File: config.mk
export PLATFORM = sky130hd
export DESIGN_NAME = bank_regfile
export DESIGN_NICKNAME = d
export VERILOG_FILES = /design/src/rtl/regfile_pkg.sv /design/src/rtl/reg_index_map.sv /design/src/rtl/bank_ctrl.sv /design/src/rtl/reg_store.sv /design/src/rtl/bank_regfile.sv
export SDC_FILE = /design/constraint.sdc
export NUM_CORES = 1
export LEC_CHECK = 0
export BUFFER_PORTS_ARGS = -buffer_cell sky130_fd_sc_hd__buf_2
export CAP_MARGIN = 10
export CORE_ASPECT_RATIO = 1.2
export CORE_MARGIN = 8
export CORE_UTILIZATION = 61
export DETAILED_ROUTE_END_ITERATION = 8
export PLACE_DENSITY = 0.8
export SYNTH_ARGS = -nofsm -noshare
export SYNTH_HDL_FRONTEND = slang
export SYNTH_SLANG_ARGS = --single-unit
File: constraint.sdc
create_clock -name clk -period 1.9 [get_ports clk]
set_clock_uncertainty 0.1 [all_clocks]
set_input_delay 0 -clock clk [delete_from_list [all_inputs] [get_ports clk]]
set_output_delay 0 -clock clk [all_outputs]
set_load 0.1 [all_outputs]
File: src/rtl/regfile_pkg.sv
package regfile_pkg;

   typedef enum logic [1:0] {
      MAP_LOGICAL  = 2'b00,
      MAP_EXPLICIT = 2'b01,
      MAP_PHYS     = 2'b10,
      MAP_PHYS_ALT = 2'b11
   } map_mode_e;

endpackage

File: src/rtl/reg_index_map.sv
module reg_index_map
   import regfile_pkg::*;
#(
   parameter int LOG_W = 3
) (
   input  logic [1:0]     mode_i,
   input  logic [LOG_W:0] sel_i,
   input  logic           bank_i,
   output logic [LOG_W:0] idx_o
);

   generate
      if (LOG_W < 2) begin : g_bad_width
         $error("reg_index_map: LOG_W must be at least 2");
      end
   endgenerate

   always_comb begin
      case (map_mode_e'(mode_i))
         MAP_LOGICAL:  idx_o = {(sel_i[LOG_W-1] ? 1'b0 : bank_i), sel_i[LOG_W-1:0]};
         MAP_EXPLICIT: idx_o = {sel_i[LOG_W-1], 1'b0, sel_i[LOG_W-2:0]};
         default:      idx_o = sel_i;
      endcase
   end

endmodule

File: src/rtl/bank_ctrl.sv
module bank_ctrl (
   input  logic clk,
   input  logic rst_n,
   input  logic set_i,
   input  logic clr_i,
   output logic bank_o
);

   logic bank_q;

   always_ff @(posedge clk or negedge rst_n) begin
      if (!rst_n)     bank_q <= 1'b0;
      else if (set_i) bank_q <= 1'b1;
      else if (clr_i) bank_q <= 1'b0;
   end

   assign bank_o = bank_q;

   AST_BANK_SET: assert property (@(posedge clk) disable iff (!rst_n)
      set_i |=> bank_q);
   AST_BANK_CLR: assert property (@(posedge clk) disable iff (!rst_n)
      (clr_i && !set_i) |=> !bank_q);
   AST_BANK_HOLD: assert property (@(posedge clk) disable iff (!rst_n)
      (!set_i && !clr_i) |=> $stable(bank_q));

endmodule

File: src/rtl/reg_store.sv
module reg_store #(
   parameter int DATA_W = 8,
   parameter int IDX_W  = 4
) (
   input  logic              clk,
   input  logic              rst_n,
   input  logic              we_i,
   input  logic [IDX_W-1:0]  widx_i,
   input  logic [DATA_W-1:0] wdata_i,
   input  logic [IDX_W-1:0]  ridx_a_i,
   output logic [DATA_W-1:0] rdata_a_o,
   input  logic [IDX_W-1:0]  ridx_b_i,
   output logic [DATA_W-1:0] rdata_b_o
);

   localparam int NREG = 1 << IDX_W;

   generate
      if (DATA_W < 1) begin : g_bad_data
         $error("reg_store: DATA_W must be positive");
      end
      if (IDX_W > 8) begin : g_bad_idx
         $error("reg_store: IDX_W too large for a flop array");
      end
   endgenerate

   logic [DATA_W-1:0] slot_q [NREG];

   generate
      for (genvar g = 0; g < NREG; g++) begin : g_slot
         always_ff @(posedge clk or negedge rst_n) begin
            if (!rst_n)
               slot_q[g] <= '0;
            else if (we_i && (widx_i == IDX_W'(g)))
               slot_q[g] <= wdata_i;
         end
      end
   endgenerate

   assign rdata_a_o = slot_q[ridx_a_i];
   assign rdata_b_o = slot_q[ridx_b_i];

   AST_WRITE_LANDS: assert property (@(posedge clk) disable iff (!rst_n)
      we_i |=> (slot_q[$past(widx_i)] == $past(wdata_i)));

endmodule

File: src/rtl/bank_regfile.sv
module bank_regfile
   import regfile_pkg::*;
#(
   parameter int DATA_W = 8,
   parameter int LOG_W  = 3
) (
   input  logic              clk,
   input  logic              rst_n,
   input  logic              bank_set,
   input  logic              bank_clr,
   output logic              bank_o,
   input  logic              wr_en,
   input  logic [1:0]        wr_mode,
   input  logic [LOG_W:0]    wr_sel,
   input  logic [DATA_W-1:0] wr_data,
   input  logic [1:0]        rd_a_mode,
   input  logic [LOG_W:0]    rd_a_sel,
   output logic [DATA_W-1:0] rd_a_data,
   input  logic [1:0]        rd_b_mode,
   input  logic [LOG_W:0]    rd_b_sel,
   output logic [DATA_W-1:0] rd_b_data
);

   localparam int IDX_W = LOG_W + 1;
   localparam int NPORT = 3;

   logic                        bank;
   logic [NPORT-1:0][1:0]       mode_v;
   logic [NPORT-1:0][IDX_W-1:0] sel_v;
   logic [NPORT-1:0][IDX_W-1:0] idx_v;

   assign mode_v = {rd_b_mode, rd_a_mode, wr_mode};
   assign sel_v  = {rd_b_sel, rd_a_sel, wr_sel};

   bank_ctrl u_bank (
      .clk    (clk),
      .rst_n  (rst_n),
      .set_i  (bank_set),
      .clr_i  (bank_clr),
      .bank_o (bank)
   );

   generate
      for (genvar p = 0; p < NPORT; p++) begin : g_map
         reg_index_map #(.LOG_W(LOG_W)) u_map (
            .mode_i (mode_v[p]),
            .sel_i  (sel_v[p]),
            .bank_i (bank),
            .idx_o  (idx_v[p])
         );
      end
   endgenerate

   reg_store #(.DATA_W(DATA_W), .IDX_W(IDX_W)) u_store (
      .clk       (clk),
      .rst_n     (rst_n),
      .we_i      (wr_en),
      .widx_i    (idx_v[0]),
      .wdata_i   (wr_data),
      .ridx_a_i  (idx_v[1]),
      .rdata_a_o (rd_a_data),
      .ridx_b_i  (idx_v[2]),
      .rdata_b_o (rd_b_data)
   );

   assign bank_o = bank;

   AST_FIXED_SLOT: assert property (@(posedge clk) disable iff (!rst_n)
      (rd_a_mode == MAP_LOGICAL && rd_a_sel[LOG_W-1] && rd_b_mode[1]
       && rd_b_sel == {1'b0, rd_a_sel[LOG_W-1:0]})
      |-> (rd_a_data == rd_b_data));
   AST_BANKED_SLOT: assert property (@(posedge clk) disable iff (!rst_n)
      (rd_a_mode == MAP_LOGICAL && !rd_a_sel[LOG_W-1] && rd_b_mode[1]
       && rd_b_sel == {bank_o, rd_a_sel[LOG_W-1:0]})
      |-> (rd_a_data == rd_b_data));

endmodule

* Word-level counts from Yosys, hierarchy flattened
Index checks and enable logic that the tools add are counted.
** Storage, ports and cells
- Flip-flop bits (word level) :: 129
- Input port bits :: 31
- Output and inout port bits :: 17
- Logic and storage cells :: 74
** Cells by class
- Order comparisons :: 2
- Eq/ne operators :: 18
- Mux-type cells :: 14
- Bitwise gates (word level) :: 2
- Reductions and logical operators :: 21
** Operators with widths (count)
- $bmux W8 S4 :: 2
- $eq A4 B4 Y1 const B :: 8
- $mux W8 :: 4
- $pmux W4 S2 :: 3
- $eq A4 B3 Y1 const B :: 4
- $logic_and A1 B1 Y1 :: 16
- $ge A5 B5 Y1 const B :: 2
- $not A4 Y5 :: 2
- $eq A4 B2 Y1 const B :: 2
- $eq A2 B1 Y1 const B :: 3
- $logic_not A2 Y1 :: 3
- $mux W1 :: 5
- $eq A4 B1 Y1 const B :: 1
- $logic_not A4 Y1 :: 1
- $reduce_bool A2 Y1 :: 1

* Logic depth before layout (Yosys ltp)
- Depth in word-level cells :: 6
- Gate-level depth with buffers :: 5
- Mapped depth without buffers :: 4

* Hierarchy
From an unflattened synthesis, not the netlist that was laid out.
** Unflattened totals
- Cell total of the unflattened synthesis :: 458
- Area total of the unflattened synthesis :: 6993.0 µm²
** By module, submodules not included
- reg_store :: times used 1, cells an instance 434, area an instance 6810.3 µm², sequential area each 3203.1 µm²
- reg_index_map :: times used 3, cells an instance 7, area an instance 48.8 µm², sequential area each 0.0 µm²
- bank_ctrl :: times used 1, cells an instance 3, area an instance 36.3 µm², sequential area each 25.0 µm²

* Worst setup path before layout
OpenSTA, ideal clock, no wires.
- Path kind :: register to output
- From :: register u_bank.bank_q (netlist: u_bank.bank_o)
- To :: output rd_a_data[0]
- Arrival :: 3.504 ns
- Required time :: 1.800 ns
- Slack :: -1.704 ns
- Cell stages (with the launch flop) :: 5
- Path buffers :: 0
- Path through :: dfrtp_1 nor3b_1 a21oi_1 o21ai_1 mux2i_1
** On the way
- Cells in the longest elaborated chain, start to end :: 6
** Ends and longest elaborated chain
- start, declared :: RTL line bank_ctrl.sv:9 : logic bank_q;
- start signal, assigned :: RTL line bank_ctrl.sv:12 : if (!rst_n) bank_q <= 1'b0;
- start signal, assigned :: RTL line bank_ctrl.sv:13 : else if (set_i) bank_q <= 1'b1;
- start signal, assigned :: RTL line bank_ctrl.sv:14 : else if (clr_i) bank_q <= 1'b0;
- $mux W1 :: RTL line reg_index_map.sv:20 : MAP_LOGICAL: idx_o = {(sel_i[LOG_W-1] ? 1'b0 : bank_i), sel_i[LOG_W-1:0]};
- $pmux W4 S2 :: RTL line reg_index_map.sv:19 : case (map_mode_e'(mode_i))
- $not A4 Y5 (implied by the code) :: RTL line reg_store.sv:40 : assign rdata_a_o = slot_q[ridx_a_i];
- $bmux W8 S4 :: RTL line reg_store.sv:40
- $mux W8 (implied by the code) (2 in a row) :: RTL line reg_store.sv:40
- end, declared :: RTL line bank_regfile.sv:18 : output logic [DATA_W-1:0] rd_a_data,
Every way passes these cells. The select of a mux whose other input is x is not followed.

* Worst setup path in the final report
- From :: register u_store.slot_q[101] in the netlist's numbering
- To :: output rd_b_data[5]
** On the way
- Cells in the longest elaborated chain, start to end :: 3
** Ends and longest elaborated chain
- start, declared :: RTL line reg_store.sv:27 : logic [DATA_W-1:0] slot_q [NREG];
- start signal, assigned by index :: RTL line reg_store.sv:35 : slot_q[g] <= wdata_i;
- $bmux W8 S4 :: RTL line reg_store.sv:41 : assign rdata_b_o = slot_q[ridx_b_i];
- $mux W8 (implied by the code) (2 in a row) :: RTL line reg_store.sv:41
- end, declared :: RTL line bank_regfile.sv:21 : output logic [DATA_W-1:0] rd_b_data
Every way passes these cells. The select of a mux whose other input is x is not followed.

==> results.py <==
metrics = {
    "status": {
        "outcome": "finished with violations",
        "violations": "setup timing",
    },
    "layout": {
        "n_fill_cell": 613,
        "drive_gt1_share_pct": 63.6,
        "design_area_um2": 9070,
        "layout_common_cells": "dfrtp_1 (128), mux2_2 (121), mux4_2 (64), buf_12 (32), buf_2 (30)",
        "final_util_pct": 79.5,
        "fin_cells": 698,
        "mostFrequentLayoutCell": "dfrtp_1",
        "syn2layout_area_growth_pct": 29.4,
        "nets": 560,
        "diodes": 0,
    },
    "global_routing": {
        "grt_pass1_wl_mm": 29.2,
        "grt_remaining_overflow": 0,
        "grtUsageTotal_pct": 26.1,
        "grt_max_degree": 47,
        "grt_pass1_vias": 5002,
        "antenna_found_initial": 0,
    },
    "detailed_routing": {
        "vias": 4632,
        "drt_wl_total_mm": 19.1,
        "drc": 0,
        "wl_per_cell_um": 27.3,
        "viasPerCell": 6.64,
        "antenna_left": 0,
        "drt_first_pass_iters": 5,
        "drtIter0Drc": 330,
    },
    "synth": {
        "synth_fp_nets": 476,
        "ys_warn_count": 0,
        "netlist_area_um2": 7010,
        "synthCells": 445,
        "synth_seq_cells": 129,
        "syn_area_per_cell_um2": 15.7,
        "yosysSeqAreaShare_pct": 46.1,
        "ys_types": 26,
    },
    "job": {
        "cap_violations": 0,
    },
    "floorplan": {
        "rows": 43,
        "die_area_um2": 15200,
        "die_x_um": 114,
        "start_util_pct": 61.4,
        "die_h_um": 133,
        "ios": 48,
        "fp.coreArea_um2": 11400,
    },
    "critical_path": {
        "cpMaxStageDelayCell": "mux4_2",
        "end_kind": "primary output",
        "crit_type": "reg -> out",
        "cp_cell_sequence": "mux4_2 -> mux2i_1 -> mux2i_4 -> buf_12",
        "cpPeakStageDelay_ns": 0.47,
        "startpoint": "u_store.slot_q[101]",
        "cp.required_ns": 1.80,
        "rr_startpoint": "u_bank.bank_o",
        "cp.arrival_ns": 1.97,
        "startpoint_type": "register",
        "worstPathMaxFanout": 3,
        "critPathBufInv": 1,
        "crit_family": "multiplexers",
    },
    "sta": {
        "grt_setup_unrepaired": "yes",
        "finalSetupViolCount": 48,
        "worst_slack_ns": -0.166,
        "period_needed_ns": 2.07,
        "period_share_pct": 109,
        "relSlewSlack_pct": 53.5,
        "final_hold_viol_count": 0,
        "final_max_slew_viol_count": 0,
        "fmax_mhz": 484,
        "worst_pin_slew_ns": 0.698,
    },
    "power_and_ir_drop": {
        "p_total_mw": 11.1,
        "p_leak_nw": 3.89,
        "peakVddDrop_mv": 0.679,
        "power_density_nw_per_um2": 1230,
    },
    "worst_hold_path": {
        "worst_hold_path_type": "in -> async",
    },
    "place": {
        "port_buffers": 47,
        "dpl_cell_area_um2": 8150,
        "hpwl_mm": 11.8,
        "place.gp.congestion": 0.831,
        "dp_cells": 648,
        "pre_cts_ws_ns": 0.0258,
    },
    "cts": {
        "htree_levels": 4,
        "cts_tree": "done",
        "numCtsBuffers": 17,
        "worst_setup_hold_path_clk_slew_ns": 0.05,
        "clock_sinks": 129,
        "clockRootBuffer": "clkbuf_16",
        "clock_latency_ns": 0.41,
        "cts_buffer_depth": 2,
    },
}
## per-stage QoR
stage / hold WS, ns / TNS, ns
floorplan: -0.396 / -7.89
global placement: -0.126 / 0
detailed placement: -0.114 / 0
CTS: 0.0697 / -2.43
global route: 0.0888 / -7.51
finish: 0.0821 / -5.68
## state kept, by name, summed over array words and instances, names as in the netlist
register	flops
u_bank.bank_o	1
u_store.slot_q	128
## where the power goes
part	leakage (nW)	total, mW	switching (mW)	internal [mW]
combinational	2.02	4.01	2.02	1.99
clock	0.275	3.15	1.17	1.98
sequential	1.59	3.94	0.514	3.42
## per-layer routing
layer / global-route usage, % / routed length, um
met1: 31.3 / 7090
met2: 43.1 / 9880
met3: 5.61 / 1230
met4: 13.9 / 897
met5: 0 / 0
## final timing paths
| kind | end | slack (ns) | depth (start not counted) |
|---|---|---|---|
| worst max-delay path | rd_b_data[5] | -0.17 | 4 |
| worst min-delay path | u_store.slot_q[8] | 0.08 | 3 |
| worst max register to register | u_store.slot_q[43] | -0.15 | 7 |
| worst min register to register | u_store.slot_q[77] | 0.42 | 1 |
| max in group asynchronous | u_store.slot_q[55] | 1.31 | 3 |
| min in group clk | u_store.slot_q[7] | 0.09 | 4 |
## Yosys cell counts
master,n,area [um2]
dfrtp_1,129,3230
mux2_2,122,1370
mux4_2,64,1440
mux2i_1,49,490
clkbuf_1,21,78.8
nand2_1,12,45.0
buf_2,9,45.0
mux2_1,6,67.6
o21ai_2,6,52.6
inv_1,4,15.0
nor3b_1,4,30.0
a21oi_1,2,10.0
and3b_1,2,17.5
nor3b_2,2,25.0
o21ai_1,2,10.0
a211oi_2,1,12.5
a21o_1,1,7.51
a21oi_2,1,8.76
and2_1,1,6.26
and3_1,1,6.26
buf_1,1,3.75
nand3_1,1,5.00
nand4_1,1,6.26
nor2_1,1,3.75
or3_1,1,6.26
or3b_1,1,8.76
## logic make-up (layout without fill, tap and decap cells)
family | Yosys count | after routing | synth area share [%]
buf+inv | 35 | 131 | 2.04
flops | 129 | 129 | 46.1
mux | 241 | 241 | 48.2
compound gates | 13 | 13 | 1.45
simple gates | 27 | 27 | 2.29
## final cells by class
class | instances | area (um2) | share of cell area (%)
Multi-Input combinational cell | 281 | 3960 | 43.7
Sequential cell | 129 | 3230 | 35.6
Inverter | 4 | 15.0 | 0.166
Tap cell | 157 | 196 | 2.17
Clock buffer | 21 | 460 | 5.08
Clock inverter | 10 | 111 | 1.23
Timing Repair Buffer | 96 | 1090 | 12.0
## timing repair
action | in CTS | in global routing
setup endpoints to repair | 19 | 50
cloned | 0 | 0
resized for setup | 18 | 3
endpoints found under the hold margin | 249 | 0
pin swaps | 7 | 3
hold buffers | 12 | 0
buffers inserted | 1 | 8
## tightest hold or removal path, stage by stage
cell and delay [ns]:
dlygate4sd3_1 0.53, buf_4 0.20, buf_12 0.22
Power figures use the tool's default switching activity.
